**src/rtl/ddf_pkg.sv**
```systemverilog
package ddf_pkg;
  // Output form of the delayed-difference filter
  typedef enum logic {
    DIFF_EDGE = 1'b0,  // newest minus delayed entry
    DIFF_PEAK = 1'b1   // neighbour-pair sum minus delayed neighbour-pair sum
  } diff_mode_e;
endpackage

```
**src/rtl/ddf_ring.sv**
```systemverilog
// Circular history of accepted samples with three read taps.
module ddf_ring #(
  parameter int VALUE_W    = 20,
  parameter int DELAY_LOG2 = 6
) (
  input  logic               clk,
  input  logic               rst_n,
  input  logic               wr_en,
  input  logic [VALUE_W-1:0] wr_data,
  output logic [VALUE_W-1:0] tap_prev,   // one write before the incoming sample
  output logic [VALUE_W-1:0] tap_old,    // DELAY writes before the incoming sample
  output logic [VALUE_W-1:0] tap_oldp    // DELAY+1 writes before the incoming sample
);
  localparam int DELAY = 1 << DELAY_LOG2;
  localparam int AW    = DELAY_LOG2 + 1;
  localparam int DEPTH = 1 << AW;

  logic [VALUE_W-1:0] mem [DEPTH];
  logic [AW-1:0]      ptr_q, ptr_d;
  logic [AW-1:0]      a_prev, a_old, a_oldp;

  // next-state
  always_comb begin
    ptr_d = ptr_q;
    if (wr_en) ptr_d = ptr_q + 1'b1;
  end

  // register
  always_ff @(posedge clk or negedge rst_n) begin
    if (!rst_n) ptr_q <= '0;
    else        ptr_q <= ptr_d;
  end

  // storage, no reset: contents before fill are masked downstream
  always_ff @(posedge clk) begin
    if (wr_en) mem[ptr_q] <= wr_data;
  end

  always_comb begin
    a_prev   = ptr_q - AW'(1);
    a_old    = ptr_q - AW'(DELAY);
    a_oldp   = ptr_q - AW'(DELAY + 1);
    tap_prev = mem[a_prev];
    tap_old  = mem[a_old];
    tap_oldp = mem[a_oldp];
  end

  // position advances by exactly one per accepted write
  p_ptr_step_r1: assert property (@(posedge clk) disable iff (!rst_n)
    wr_en |=> ptr_q == AW'($past(ptr_q) + 1'b1));
  // no movement without a write
  p_ptr_hold_r1: assert property (@(posedge clk) disable iff (!rst_n)
    !wr_en |=> $stable(ptr_q));
endmodule

```
**src/rtl/ddf_fill.sv**
```systemverilog
// Counts accepted writes after reset until the history is deep enough.
module ddf_fill #(
  parameter int NEED = 65
) (
  input  logic clk,
  input  logic rst_n,
  input  logic wr_en,
  output logic armed,   // the next write completes (or has completed) the fill
  output logic full     // fill complete
);
  localparam int CW = $clog2(NEED + 1);

  logic [CW-1:0] cnt_q, cnt_d;

  always_comb begin
    cnt_d = cnt_q;
    if (wr_en && (cnt_q != CW'(NEED))) cnt_d = cnt_q + 1'b1;
  end

  always_ff @(posedge clk or negedge rst_n) begin
    if (!rst_n) cnt_q <= '0;
    else        cnt_q <= cnt_d;
  end

  assign armed = (cnt_q >= CW'(NEED - 1));
  assign full  = (cnt_q == CW'(NEED));

  // counter saturates at the fill depth
  p_fill_sat_r6: assert property (@(posedge clk) disable iff (!rst_n)
    cnt_q <= CW'(NEED));
  // once full, stays full until reset
  p_fill_keep_r6: assert property (@(posedge clk) disable iff (!rst_n)
    full |=> full);
endmodule

```
**src/rtl/ddf_combine.sv**
```systemverilog
// Forms the delayed span in the selected mode, modulo 2^VALUE_W.
module ddf_combine
  import ddf_pkg::*;
#(
  parameter int         VALUE_W = 20,
  parameter diff_mode_e MODE    = DIFF_EDGE
) (
  input  logic [VALUE_W-1:0] newest,
  input  logic [VALUE_W-1:0] prev,
  input  logic [VALUE_W-1:0] old,
  input  logic [VALUE_W-1:0] oldp,
  output logic [VALUE_W-1:0] span
);
  generate
    if (MODE == DIFF_PEAK) begin : g_peak
      logic [VALUE_W-1:0] sum_new, sum_old;
      always_comb begin
        sum_new = newest + prev;
        sum_old = old + oldp;
        span    = sum_new - sum_old;
      end
    end else begin : g_edge
      logic [VALUE_W-1:0] unused_pair;
      always_comb begin
        unused_pair = prev ^ oldp;
        span        = newest - old;
      end
    end
  endgenerate
endmodule

```
**src/rtl/ddf_filter.sv**
```systemverilog
// Delayed-difference edge period filter, top level.
module ddf_filter
  import ddf_pkg::*;
#(
  parameter int         VALUE_W    = 20,
  parameter int         DELAY_LOG2 = 6,
  parameter diff_mode_e MODE       = DIFF_EDGE
) (
  input  logic               clk,
  input  logic               rst_n,
  input  logic               wr_en,
  input  logic [VALUE_W-1:0] ts_in,
  output logic [VALUE_W-1:0] diff_out
);
  localparam int DELAY = 1 << DELAY_LOG2;
  localparam int NEED  = (MODE == DIFF_PEAK) ? DELAY + 2 : DELAY + 1;

  logic [VALUE_W-1:0] tap_prev, tap_old, tap_oldp;
  logic [VALUE_W-1:0] span;
  logic [VALUE_W-1:0] out_d, out_q;
  logic               armed, full;

  ddf_ring #(.VALUE_W(VALUE_W), .DELAY_LOG2(DELAY_LOG2)) u_ring (
    .clk(clk), .rst_n(rst_n), .wr_en(wr_en), .wr_data(ts_in),
    .tap_prev(tap_prev), .tap_old(tap_old), .tap_oldp(tap_oldp));

  ddf_fill #(.NEED(NEED)) u_fill (
    .clk(clk), .rst_n(rst_n), .wr_en(wr_en), .armed(armed), .full(full));

  ddf_combine #(.VALUE_W(VALUE_W), .MODE(MODE)) u_comb (
    .newest(ts_in), .prev(tap_prev), .old(tap_old), .oldp(tap_oldp),
    .span(span));

  // next-state: update only on an accepted write, zero until history is deep enough
  always_comb begin
    out_d = out_q;
    if (wr_en) out_d = armed ? span : '0;
  end

  always_ff @(posedge clk or negedge rst_n) begin
    if (!rst_n) out_q <= '0;
    else        out_q <= out_d;
  end

  assign diff_out = out_q;

  // output holds across idle cycles
  p_dout_hold_r2: assert property (@(posedge clk) disable iff (!rst_n)
    !wr_en |=> $stable(diff_out));
  // output stays zero while the history is still filling
  p_zero_fill_r6: assert property (@(posedge clk) disable iff (!rst_n)
    !full |-> diff_out == '0);
endmodule

```
**config.mk**
```make
export PLATFORM = sky130hd
export DESIGN_NAME = ddf_filter
export DESIGN_NICKNAME = d
export VERILOG_FILES = /design/src/rtl/ddf_pkg.sv /design/src/rtl/ddf_ring.sv /design/src/rtl/ddf_fill.sv /design/src/rtl/ddf_combine.sv /design/src/rtl/ddf_filter.sv
export SDC_FILE = /design/constraint.sdc
export NUM_CORES = 2
export LEC_CHECK = 0
export BUFFER_PORTS_ARGS = -buffer_cell sky130_fd_sc_hd__buf_2
export CORE_ASPECT_RATIO = 0.9
export CORE_MARGIN = 1
export CORE_UTILIZATION = 30
export CTS_CLUSTER_DIAMETER = 150
export DETAILED_ROUTE_END_ITERATION = 10
export HOLD_SLACK_MARGIN = 0.02
export PLACE_DENSITY = 0.41
export SLEW_MARGIN = 25
export SYNTH_ARGS = -nofsm -noshare
export SYNTH_HDL_FRONTEND = slang
export SYNTH_SLANG_ARGS = --single-unit
```
**constraint.sdc**
```tcl
create_clock -name clk -period 9.2 [get_ports clk]
set_input_delay 0.92 -clock clk [delete_from_list [all_inputs] [get_ports clk]]
set_output_delay 0.92 -clock clk [all_outputs]
set_load 0.03 [all_outputs]
```
=== After elaboration in Yosys (flattened, before gate mapping) ===
Memories as Yosys holds them, arrays and structs flattened.
Index checks and enable logic that the tools add are counted.
Widths: inputs -> output; s select.

* Add/sub/neg operators: 4
* Magnitude comparators: 1
* Equality and inequality tests: 1
* Muxes and demuxes: 3
* Reductions and logical operators: 1

{| class="wikitable"
|+ Operator list
! operator !! count
|-
| $mux 20 || 1
|-
| $sub 20x20->20 || 1
|-
| $add 7x1->7 const B || 2
|-
| $ge 7x7->1 const B || 1
|-
| $ne 7x7->1 const B || 1
|-
| $sub 7x7->7 const B || 1
|-
| $mux 1 || 2
|-
| $logic_and 1x1->1 || 1
|}

* Bits in registers: 34
* Bits in writable memories: 2560
* Input port bits: 23
* Output and inout bits: 20
* Word-level logic and storage cells: 14
* Memories kept: 1

{| class="wikitable"
|+ Memory list
! name !! depth !! width !! rd ports !! clocked after Yosys merged registers in !! wr ports !! RTL line !! RTL
|-
| u_ring.mem || 128 || 20 || 1 || 0 || 1 || ddf_ring.sv:18 || <nowiki>logic [VALUE_W-1:0] mem [DEPTH];</nowiki>
|}

=== Logic depth before layout (Yosys ltp) ===
An unclocked memory read counts as a cell.

* Depth in word-level cells: 4
* Gate-level depth with buffers: 24
* Gate-level depth less buffers: 19

=== By module ===
Synthesis repeated with hierarchy kept, for this count alone.

* Cells, all modules: 7368
* Area total of the unflattened synthesis: 123215.7 µm²

{| class="wikitable"
|+ Modules (own cells, without submodules)
! module !! instances !! cells each !! area an instance (µm²) !! sequential area each (µm²)
|-
| ddf_ring || 1 || 7109 || 121111.2 || 77048.9
|-
| ddf_combine || 1 || 140 || 927.1 || 0.0
|-
| ddf_filter || 1 || 86 || 810.8 || 500.5
|-
| ddf_fill || 1 || 33 || 366.6 || 175.2
|}

=== Worst setup path before layout ===
OpenSTA, ideal clock, no wires.

* Path kind: register to register
* From: register u_ring.ptr_q[1]
* To: register out_q[15] (netlist: diff_out[15])
* Setup time: 0.122 ns
* Arrival time: 4.688 ns
* Required time: 9.078 ns
* Setup slack: 4.391 ns
* Cell stages (with the launch flop): 23
* Path buffers: 6
* Clock period less this slack: 4.809 ns
* Cells stage by stage: dfrtp_1 > buf_6 > buf_4 > buf_2 > buf_2 > buf_4 > buf_4 > mux2i_1 > o21ai_0 > nand2_1 > o221ai_1 > a2bb2oi_1 > o211ai_1 > a2111oi_0 > ha_1 > a21o_1 > a21oi_1 > a21o_1 > a21boi_0 > o41ai_1 > a21boi_0 > or3_1 > a32o_1

* Cells in the longest elaborated chain, start to end: 4

{| class="wikitable"
|+ Ends and longest elaborated chain
! what !! RTL line !! RTL
|-
| start: declaration || ddf_ring.sv:19 || <nowiki>logic [AW-1:0] ptr_q, ptr_d;</nowiki>
|-
| start signal: assignment || ddf_ring.sv:31 || <nowiki>else ptr_q <= ptr_d;</nowiki>
|-
| $sub 7x7->7 || ddf_ring.sv:41 || <nowiki>a_old = ptr_q - AW'(DELAY);</nowiki>
|-
| $mem_v2 128x20 || - ||
|-
| $sub 20x20->20 || ddf_combine.sv:26 || <nowiki>span = newest - old;</nowiki>
|-
| $mux 20 || ddf_filter.sv:37 || <nowiki>if (wr_en) out_d = armed ? span : '0;</nowiki>
|-
| end signal: assignment || ddf_filter.sv:42 || <nowiki>else out_q <= out_d;</nowiki>
|-
| end: declaration || ddf_filter.sv:20 || <nowiki>logic [VALUE_W-1:0] out_d, out_q;</nowiki>
|}

Every way passes these cells.
A chain may end at the register's enable or synchronous reset.

=== Final worst setup path ===
* From: register u_ring.ptr_q[6]
* To: register out_q[15] (netlist: diff_out[15])

The elaborated chain is that of the path after synthesis.

==> impl_metrics.ini <==
[route]
drc = 0
drt_iter0_drc = 8045
dr.pass1.iters = 6
vias_per_cell = 5.66
antenna_left = 0
routedWlPerCell_microns = 38.9
via_count = 58000
routed_wl_microns = 399000

[cts]
holdBufCountCts = 0
clk_pin_slew_ps = 70
cts_setup_buffers = 0
clock_path_buffers = 4
numCtsBuffers = 281
cts_sinks = 2594
cts_resized = 0
tritoncts = yes
clk_root_buffer_cell = clkbuf_16
h-tree-depth = 5
clkLatencyLatePin_ps = 910

[placed_design]
place_hpwl_microns = 241000
portBuffers = 42
placed_area_sq_mm = 0.106
dp.cells = 9757
gp_congestion = 0.910

[timing]
worst_slew_pin_slew_ps = 1210
finalCriticalPeriod_ps = 7960
fin_crit_sh = 0.865
skew_ps = 77.7
hold_viol = 0
tns_ps = 0
max_freq_ghz = 0.126
rsz0062_at_grt = false
slew_viol_final = 0
setup_viol = 0
slew_headroom = 0.192
holdWs_ps = 125

[synthesis]
synth_top_area_share = 0.779
ys_ff_latch = 2594
synth_xor_area_frac = 0.00240
yosysWarnings = 0
synth.cell_area_sq_mm = 0.0987
ys_seq_area_frac = 0.787
yosys.area.top_type = edfxtp_1
synth-compound-area-share = 0.101
synthArstFlopShare = 0.0131
syn_nets = 5465
postSynthAreaPerCell_sq_um = 18.2
synthAdderAreaFrac = 0.00337
muxShareOfSynthArea = 0.0617
yosys.cell_types.count = 73
synth_top_family_by_area = compound AO/OA/AOI/OAI gates
synth-main-ff-cell = edfxtp_1
synth-simple-area-share = 0.0263
synth_common_cells = edfxtp_1, a22oi_1, a221oi_1, nor2_1, a21oi_1
yosysMostFrequentCell = edfxtp_1
synth_edf_count = 2560
synth_area_leaders = edfxtp_1, a22oi_1, mux4_2
synth_cells = 5416

[worst_setup_path]
cp-end-kind = flip-flop
crit_path_start_kind = flip-flop
critPathArrivalTime_ps = 8730
worstPathRequired_ps = 9970
path_class = flip-flop to flip-flop
crit_fanout = 22

[pwr]
power_density_mw_per_mm2 = 332
p_leak_uw = 0.0356
ir_drop_v = 0.000206

[global_routing]
grt_max_degree = 128
overflow = 0
antenna_found_initial = 51
grt_pass1_vias = 55600
grt_pass1_wl_microns = 529000
grtUsageTotal = 0.236

[outcome]
run_status = completed

[layout]
nets = 5769
drive_above_1_share = 0.204
fin_area_sq_mm = 0.115
stdcell_count = 10300
area_growth_pct = 16.2

[die]
design.die.area_sq_mm = 0.331
die_h_microns = 546
io_pins = 43
rows = 199
initial_core_util = 0.302
core_sq_mm = 0.327
die_w_microns = 607

[min_path]
hp-class = primary input to async pin

[flow_run]
maxCapViolCount = 0
[critical path: stages (launching register included)]
cell	delay, ps
dfrtp_2	600
buf_4	350
and2_0	460
nand2_1	1010
a21oi_1	340
or4_1	760
or4_1	750
nor3_1	940
o311a_1	320
ha_1	270
and3_1	220
a21boi_0	220
o41ai_1	700
a21boi_0	240
or3_1	350
a32o_1	250
[worst paths after layout]
check | cells past startpoint | start | slack [ps] | endpoint
max reg2reg | 15 | u_ring.ptr_q[6]$_DFFE_PN0P_ | 1240 | diff_out[15]$_DFFE_PN0P_
max in group asynchronous | 2 | rst_n | 8600 | u_ring.ptr_q[3]$_DFFE_PN0P_
min reg2reg | 2 | diff_out[13]$_DFFE_PN0P_ | 500 | diff_out[13]$_DFFE_PN0P_
min in group clk | 1 | ts_in[6] | 420 | u_ring.mem[5][6]$_DFFE_PP_
max | 15 | u_ring.ptr_q[6]$_DFFE_PN0P_ | 1240 | diff_out[15]$_DFFE_PN0P_
min | 2 | rst_n | 130 | u_ring.ptr_q[0]$_DFFE_PN0P_
[cells by family (layout without fill, tap and decap cells)]
group           count (synthesis)  after routing
mux                           438            438
compound gates               1355           1355
flops                        2594           2594
buf+inv                       385            883
xor+xnor                       27             27
simple gates                  591            591
fa+ha+maj                      26             26
other cells                     0             18
[where the power goes]
group          internal (uW)  total, uW  switching (uW)  leakage (uW)
logic                   3820      13800           10000       0.00800
clock network           6060      10800            4710       0.00412
registers              13300      13500             249        0.0235
total                  23100      38100           15000        0.0356
[stage by stage]
stage | total power (uW) | utilization | setup slack [ps]
after global placement | 27500 | 0.325 | 1540
after detailed placement | 27500 | 0.325 | 1630
after global routing | 39000 | 0.351 | 1300
after floorplan | 20000 | - | 4390
after CTS | 38200 | 0.351 | 1580
final | 38100 | 0.351 | 1240
[placed cells by master, fill, tap and decap left out, types with 11 or more instances in the layout]
cell type     n
inv_1        11
clkbuf_16   291
a221o_1      20
a31oi_1      75
xnor2_1      19
clkinv_1     53
diode_2      18
nand2_1     148
a21o_1       14
o21ai_0     108
a21oi_1     174
o22ai_1      48
a22oi_1     383
a22o_1      109
o221ai_1     15
edfxtp_1   2560
clkinv_2     37
nand4_1      54
nand3_1      32
mux4_2      119
mux2_2      162
nor3_1       12
buf_2        24
clkbuf_1     69
buf_12       27
o211ai_1     28
mux2i_1     156
dfrtp_1      28
ha_1         25
nor2_2      116
a222oi_1     11
nor2_4       12
a221oi_1    283
nor2_1      147
buf_4       332
[per-layer routing]
| metal | routed length [microns] | up-vias | part of all wire | track usage |
|---|---|---|---|---|
| met5 | 18 | - | 0.000045 | 0 |
| met4 | 11500 | 2 | 0.029 | 0.0647 |
| met3 | 29600 | 503 | 0.074 | 0.0401 |
| met2 | 180000 | 2655 | 0.45 | 0.363 |
| met1 | 177000 | 31700 | 0.44 | 0.342 |
| li1 | - | 23100 | - | - |
[layout make-up]
type,instances,area [sq um]
Fill cell,30700,212000
Sequential cell,2594,77700
Multi-Input combinational cell,2437,19800
Clock buffer,362,7570
Tap cell,4321,5410
Timing Repair Buffer,389,3250
Clock inverter,115,847
Inverter,17,72.6
Antenna cell,18,45.0
[registers in the layout (all words and copies together), names as in the netlist]
name / cells
diff_out: 20
u_fill.cnt_q: 7
u_ring.mem: 2560
u_ring.ptr_q: 7
Note: power is estimated with default switching activity, not from simulation.
